<file path="src/rtl/sdram_cmd_pkg.sv">
package sdram_cmd_pkg;
  localparam int BANK_W    = 2;
  localparam int NUM_BANKS = 1 << BANK_W;

  typedef enum logic [3:0] {
    CMD_DESEL  = 4'd0,
    CMD_NOP    = 4'd1,
    CMD_ACT    = 4'd2,
    CMD_READ   = 4'd3,
    CMD_READA  = 4'd4,
    CMD_WRITE  = 4'd5,
    CMD_WRITEA = 4'd6,
    CMD_PRE    = 4'd7,
    CMD_PREA   = 4'd8,
    CMD_REF    = 4'd9,
    CMD_SREF   = 4'd10,
    CMD_MRS    = 4'd11,
    CMD_BST    = 4'd12,
    CMD_SUSP   = 4'd13
  } cmd_e;

  typedef enum logic [1:0] {BK_IDLE, BK_OPEN, BK_RDAP, BK_WRAP} bank_e;

  // strobes from the legality control into the timer datapath
  typedef struct packed {
    logic              tick;
    logic              act;
    logic              rd;
    logic              wr;
    logic              autoPre;
    logic              pre;
    logic              preAll;
    logic              refresh;
    logic              modeSet;
    logic              srExit;
    logic [BANK_W-1:0] bank;
  } strobe_t;
endpackage

</file>
<file path="src/rtl/sdram_bank_timers.sv">
module sdram_bank_timers
  import sdram_cmd_pkg::*;
#(
  parameter int T_RCD = 3,
  parameter int T_RP  = 3,
  parameter int T_RRD = 2,
  parameter int T_RC  = 9,
  parameter int T_WR  = 2,
  parameter int T_RSC = 2,
  parameter int BL_W  = 4
) (
  input  logic                 clk,
  input  logic                 rstN,
  input  strobe_t              stb,
  input  logic [BL_W-1:0]      burstCycles,
  output logic [NUM_BANKS-1:0] idleRdy,
  output logic [NUM_BANKS-1:0] openRdy,
  output logic                 actOk,
  output logic                 globalFree
);
  localparam int MAX_LOAD = (1 << BL_W) + T_WR + T_RP + T_RC + T_RSC + T_RCD + T_RRD;
  localparam int CNT_W    = $clog2(MAX_LOAD + 1);

  logic [CNT_W-1:0] rdApLoad, wrApLoad;
  assign rdApLoad = CNT_W'(burstCycles) + CNT_W'(T_RP - 1);
  assign wrApLoad = CNT_W'(burstCycles) + CNT_W'(T_WR + T_RP - 2);

  for (genvar i = 0; i < NUM_BANKS; i++) begin : g_bank
    bank_e            st;
    logic [CNT_W-1:0] cnt;
    logic             hit;
    assign hit = (stb.bank == BANK_W'(i));

    always_ff @(posedge clk) begin
      if (!rstN) begin
        st  <= BK_IDLE;
        cnt <= '0;
      end else begin
        if (stb.tick) begin
          if (cnt != '0) cnt <= cnt - 1'b1;
          else if (st == BK_RDAP || st == BK_WRAP) st <= BK_IDLE;
        end
        if (stb.act && hit) begin
          st  <= BK_OPEN;
          cnt <= CNT_W'(T_RCD - 1);
        end else if ((stb.rd || stb.wr) && stb.autoPre && hit) begin
          st  <= stb.rd ? BK_RDAP : BK_WRAP;
          cnt <= stb.rd ? rdApLoad : wrApLoad;
        end else if (stb.pre && (hit || stb.preAll) && st == BK_OPEN) begin
          st  <= BK_IDLE;
          cnt <= CNT_W'(T_RP - 1);
        end
      end
    end

    assign idleRdy[i] = (cnt == '0) && (st != BK_OPEN);
    assign openRdy[i] = (cnt == '0) && (st == BK_OPEN);
  end

  // device-wide wait after refresh, self-refresh exit and mode set
  logic [CNT_W-1:0] gCnt;
  always_ff @(posedge clk) begin
    if (!rstN) gCnt <= '0;
    else if (stb.refresh || stb.srExit) gCnt <= CNT_W'(T_RC - 1);
    else if (stb.modeSet) gCnt <= CNT_W'(T_RSC - 1);
    else if (stb.tick && gCnt != '0) gCnt <= gCnt - 1'b1;
  end
  assign globalFree = (gCnt == '0);

  // activate spacing and the two-per-window limit
  logic [CNT_W-1:0] rrdCnt, win0, win1;
  always_ff @(posedge clk) begin
    if (!rstN) begin
      rrdCnt <= '0;
      win0   <= '0;
      win1   <= '0;
    end else begin
      if (stb.tick) begin
        if (rrdCnt != '0) rrdCnt <= rrdCnt - 1'b1;
        if (win0 != '0) win0 <= win0 - 1'b1;
        if (win1 != '0) win1 <= win1 - 1'b1;
      end
      if (stb.act) begin
        rrdCnt <= CNT_W'(T_RRD - 1);
        if (win0 == '0) win0 <= CNT_W'(T_RC - 1);
        else win1 <= CNT_W'(T_RC - 1);
      end
    end
  end
  assign actOk = (rrdCnt == '0) && ((win0 == '0) || (win1 == '0));

  assert_act_idle_R4: assert property (@(posedge clk) disable iff (!rstN)
    stb.act |-> (idleRdy[stb.bank] && actOk && globalFree));

  assert_col_open_R3: assert property (@(posedge clk) disable iff (!rstN)
    (stb.rd || stb.wr) |-> openRdy[stb.bank]);

  assert_act_closes_idle_R4: assert property (@(posedge clk) disable iff (!rstN)
    stb.act |=> !idleRdy[$past(stb.bank)]);

  assert_refresh_busy_R8: assert property (@(posedge clk) disable iff (!rstN)
    (stb.refresh && (T_RC > 1)) |=> !globalFree);
endmodule

</file>
<file path="config.mk">
export PLATFORM = sky130hd
export DESIGN_NAME = sdram_bank_timers
export DESIGN_NICKNAME = d
export VERILOG_FILES = /design/src/rtl/sdram_cmd_pkg.sv /design/src/rtl/sdram_bank_timers.sv
export SDC_FILE = /design/constraint.sdc
export NUM_CORES = 1
export LEC_CHECK = 0
export ABC_AREA = 0
export ABC_CLOCK_PERIOD_IN_PS = 4700
export BUFFER_PORTS_ARGS = -buffer_cell sky130_fd_sc_hd__buf_2
export CAP_MARGIN = 40
export CORE_MARGIN = 3
export CORE_UTILIZATION = 45
export CTS_CLUSTER_SIZE = 10
export DETAILED_ROUTE_END_ITERATION = 7
export PLACE_DENSITY = 0.66
export SYNTH_ARGS = -nofsm -noshare
export SYNTH_HDL_FRONTEND = slang
export SYNTH_SLANG_ARGS = --single-unit
</file>
<file path="constraint.sdc">
create_clock -name clk -period 4.7 [get_ports clk]
set_input_delay 0 -clock clk [delete_from_list [all_inputs] [get_ports clk]]
set_output_delay 0 -clock clk [all_outputs]
set_load 0.02 [all_outputs]
</file>
### Yosys cells after proc, flatten, opt, wreduce, memory -nomap -nowiden

Index checks and enable logic that the tools add are counted.

* ROM bits: 0
* word-level logic and storage cells: 229
* bits in registers: 56
* memories: 0
* bits in writable memories: 0
* input bits: 18
* output and inout bits: 10
* latch bits: 0

* muxes and demuxes: 60
* div/mod/pow operators: 0
* $add $sub $neg: 10
* order comparisons: 0
* multipliers: 0
* shift operators: 0
* bitwise gates (word level): 1
* equality and inequality tests: 27
* reductions and logical operators: 108

Operator list (count)
* $mux W6: 24
* $logic_not A6 Y1: 8
* $mux W2: 24
* $reduce_bool A4 Y1: 12
* $reduce_bool A6 Y1: 8
* $sub A6 B1 Y6 const B: 8
* $reduce_bool A3 Y1: 13
* $logic_and A1 B1 Y1: 27
* $reduce_and A3 Y1: 8
* $eq A2 B2 Y1 const B: 10
* $reduce_and A2 Y1: 10
* $ne A4 B1 Y1 const B: 4
* $mux W4: 3
* $ne A3 B1 Y1 const B: 4
* $reduce_or A2 Y1: 6
* $logic_or A1 B1 Y1: 11
* $add A4 B2 Y5 const B: 2
* $eq A2 B1 Y1 const B: 5
* $mux W1: 8
* $ne A2 B1 Y1 const B: 4
* $reduce_bool A2 Y1: 3
* $mux W5: 1
* $reduce_or A3 Y1: 1
* $logic_not A2 Y1: 1
* $not A1 Y1: 1

### Longest topological paths before layout

* depth after elaboration: 8
* depth in mapped cells: 7
* depth with buffers taken out: 6

### Least setup slack after synthesis

Ideal clock, no wire load.

* path kind: register to output
* start point: reg win0[0]
* end point: out actOk
* path buffers: 0
* stages on the path, launching flop included: 6
* path slack: 2.885 ns
* data arrival time: 1.815 ns
* data required time: 4.700 ns
* cells stage by stage: dfxtp_1 -> inv_1 -> ha_1 -> or4b_4 -> or2_1 -> a211oi_1

* longest elaborated chain between the ends: 3

Ends and longest elaborated chain
* from (decl): RTL line sdram_bank_timers.sv:71 `logic [CNT_W-1:0] rrdCnt, win0, win1;`
* from (signal assigned): RTL line sdram_bank_timers.sv:80 `if (win0 != '0) win0 <= win0 - 1'b1;`
* from (signal assigned): RTL line sdram_bank_timers.sv:85 `if (win0 == '0) win0 <= CNT_W'(T_RC - 1);`
* $logic_not A6 Y1: RTL line sdram_bank_timers.sv:90 `assign actOk = (rrdCnt == '0) && ((win0 == '0) || (win1 == '0));`
* $logic_or A1 B1 Y1: RTL line sdram_bank_timers.sv:90
* $logic_and A1 B1 Y1: RTL line sdram_bank_timers.sv:90
* to (decl): RTL line sdram_bank_timers.sv:18 `output logic actOk,`

Every way passes these cells.

### Worst setup path after layout

* start point: in stb[11] in the netlist's numbering
* end point: reg gCnt[0]

* longest elaborated chain between the ends: 2

Ends and longest elaborated chain
* from (decl): RTL line sdram_bank_timers.sv:14 `input strobe_t stb,`
* $logic_and A1 B1 Y1: RTL line sdram_bank_timers.sv:66 `else if (stb.tick && gCnt != '0) gCnt <= gCnt - 1'b1;`
* $reduce_bool A2 Y1 (no source line)
* to (signal assigned): RTL line sdram_bank_timers.sv:64 `else if (stb.refresh || stb.srExit) gCnt <= CNT_W'(T_RC - 1);`
* to (signal assigned): RTL line sdram_bank_timers.sv:65 `else if (stb.modeSet) gCnt <= CNT_W'(T_RSC - 1);`
* to (signal assigned): RTL line sdram_bank_timers.sv:66
* to (decl): RTL line sdram_bank_timers.sv:61 `logic [CNT_W-1:0] gCnt;`

Every way passes these cells.
A chain may end at the register's enable or synchronous reset.

==> impl_results.md <==
- CTS clock-pin slew for the worst setup and hold paths: 90 ps
- DIE HEIGHT: between 90 and 100 µm
- Placed Cells: 520
- Crit-path cells: buf_2, clkinv_1, a31oi_1, xnor2_1, o211a_1, dlygate4sd3_1
- 1st-iter DRT viols: 109
- GRT Total Usage: between 10% and 20%
- CTS sink count: 56
- Synth cell types: 57
- Mapped Cells: just over 400
- Worst path slowest cell: dlygate4sd3_1
- Vias in the first global route: roughly 2700
- Antenna cell count: 0
- Layout cells sized above 1: 10.4%
- Register area share after synthesis: 33.3%
- Setup TNS: 0 ps
- Fill cell count: 697
- Final setup vio count: 0
- Dpl hpwl: 5510 µm
- Syn nets: about 450
- Synthesized flop and latch total: 56
- CORE AREA: 0.00702 mm²
- CP arrival: 2390 ps
- Pins Over Slew Limit: 0
- Hold WS: 49.9 ps
- Post-Route WL: 7600 µm
- Startpoint types: input port
- CTS tree: built
- DR pass1 iterations: 6
- Drc violations: 0
- Post-synth top area share: 33.3%
- Setup crit end kind: flop
- Worst min path class: input port to flop
- Clk Latency, worst-skew pair: around 300 ps
- Fmax achieved: 456 MHz
- EDFF count, synth: 0
- DR vias: 2994
- Placed inst area: between 0.003 and 0.004 mm²
- Warnings from Yosys: 0
- Post-Syn Area per Cell: a little over 8 µm²
- Main synth FF type: dfxtp_1
- Worst IR Drop VDD: 0.216 mV
- Largest net degree at the start of global routing: 39
- Hold Fails Final Rpt: 0
- WS Path Type: input port to flop
- PortBufs: 27
- Final min period: between 2000 and 2500 ps
- Sequential cell area: around 0.0011 mm²
- CTS root buf: clkbuf_8
- Final cell area excluding filler cells: 0.00369 mm²
- Initial Util: 47.9%
- Top cells by count, synth: dfxtp_1, nor2_1, nand2_1, a21oi_1, inv_1
- FP Rows: 30
- CTS Buffer Depth: 2
- Final worst path period share: 46.6%
- Ports: 28
- Cell with the most instances after synthesis: dfxtp_1
- Multi-input combinational cell area: 0.00209 mm²
- Die width: 92.4 µm
- Worst Tran Pin Value: roughly 740 ps
- Pwr dens: 494 mW/mm²
- CP max FO: 38
- Max-cap check violation count: 0
- RSZ-0062 raised after global routing: no
- Asr flop ratio synth: 0%
- Final ANT Viol Nets: 0
- GR Overflow Total: 0
- Synthesized area: 0.00336 mm²
- Required @ worst endpoint: around 4900 ps
- Setup ws final: 2510 ps
- Vias/cell: between 5 and 6
- Clk_skew: approximately 6.4 ps
- Cell accounting for the most synthesized area: dfxtp_1
- P_leak: 1.47 nW
- Max_slew headroom: 50.5%
- Die ar.: 0.00854 mm²
- Pre-CTS setup slack: 2710 ps
- Final Instance Count excl. Fillers: 530
- Post-CTS Resized: 0
- Post-DR wirelength/cell: 14.3 µm
- Synth top area cells: dfxtp_1, ha_1, a21oi_1, nor2_1, nand2_1
- Area growth syn-to-layout: 9.68%
- Status: finished, final reports clean
- Critical path's largest stage delay: roughly 540 ps
- CTS H-Tree Depth: 2
- Initial antenna violation count: 0
- Global-route wire length before repair: about 13000 µm
- Layout Nets: 470
- RePlAce Congestion: 0.821
- TritonCTS buffer count: 5
-- report_power, final --
part           switching [mW]  internal [mW]
sequential             0.0859          0.578
combinational           0.502          0.376
clock                   0.150          0.132
-- registers in the layout, summed over array words and instances (netlist names) --
signal and count:
g_bank.cnt 24, g_bank.st 8, gCnt 6, rrdCnt 6
win0 6, win1 6
-- cell usage in the layout, fill, tap and decap left out, drive strengths merged, types with 4 or more instances in the layout --
cell type  netlist  layout
clkbuf           5       7
o32ai            5       5
and2             6       6
o211ai           9       9
o31a             4       4
xor2            15      15
nor3b            4       4
mux2i            4       4
dfxtp           56      56
and3             6       6
inv             23      23
xnor2           10      10
o2111ai          5       5
nor3            13      13
a31oi            5       5
a211oi          10      10
nor2            37      37
nand3           18      18
a21oi           28      28
ha              18      18
a21o             7       7
or4b             7       7
nand4            7       7
o21ai           12      12
o21a             6       6
nand2           36      36
nand2b           4       4
buf              9      28
nor2b            8       8
-- routing by layer --
| layer | wire length, µm | share of wire [%] | track usage, % |
|---|---|---|---|
| met1 | 3660 | 48 | 25.0 |
| met2 | 3570 | 47 | 30.0 |
| met4 | 80 | 1.1 | 4.46 |
| met3 | 289 | 3.8 | 2.92 |
| met5 | 0 | 0 | 0 |
-- final cells by class --
class / count / share of cell area (%)
flip-flops and latches: 56 / 30.4
well taps: 96 / 3.26
inverters: 24 / 2.44
multi-input cells: 316 / 56.6
repair buffers: 31 / 4.68
clock buffers: 7 / 2.61
-- timing repair --
| action | CTS | global route |
|---|---|---|
| hold buffers | 3 | 0 |
| setup buffers | 0 | 0 |
| endpoints found under the hold margin | 1 | 0 |
-- cell families (layout without fill, tap and decap cells) --
logic type               Yosys count  in the layout  synth area share (%)
flip-flops                        56             56                  33.3
buffers and inverters             38             62                  4.58
multiplexers                       7              7                  2.20
AND/OR/NAND/NOR                  160            160                  24.8
adder cells (fa/ha/maj)           18             18                  6.70
AO/OA/AOI/OAI                    106            106                  21.8
XOR/XNOR                          25             25                  6.51
-- per-stage QoR --
stage / utilization (%) / total power [mW]
2_1_floorplan: - / 1.34
3_3_place_gp: 50.7 / 1.53
3_5_place_dp: 50.7 / 1.54
4_1_cts: 52.5 / 1.83
5_1_grt: 52.5 / 1.98
6_report: 52.5 / 1.82
-- worst max-delay path: cells and delay by family --
family          cells  cell delay [ps]
compound gates      2              710
xor+xnor            1              110
buf+inv             3             1550
-- path summary, 6_finish.rpt --
check	from	end	slack (ps)	cells after the start
setup / recovery	stb[11]	gCnt[0]$_SDFFE_PP0P_	2510	6
hold / removal	stb[3]	gCnt[3]$_SDFFE_PN0P_	50	3
setup reg to reg	gCnt[0]$_SDFFE_PP0P_	gCnt[0]$_SDFFE_PP0P_	2670	6
hold reg to reg	g_bank[1].st[1]$_SDFFE_PP0P_	g_bank[1].st[1]$_SDFFE_PP0P_	480	2
Note: power is estimated with default switching activity, not from simulation.
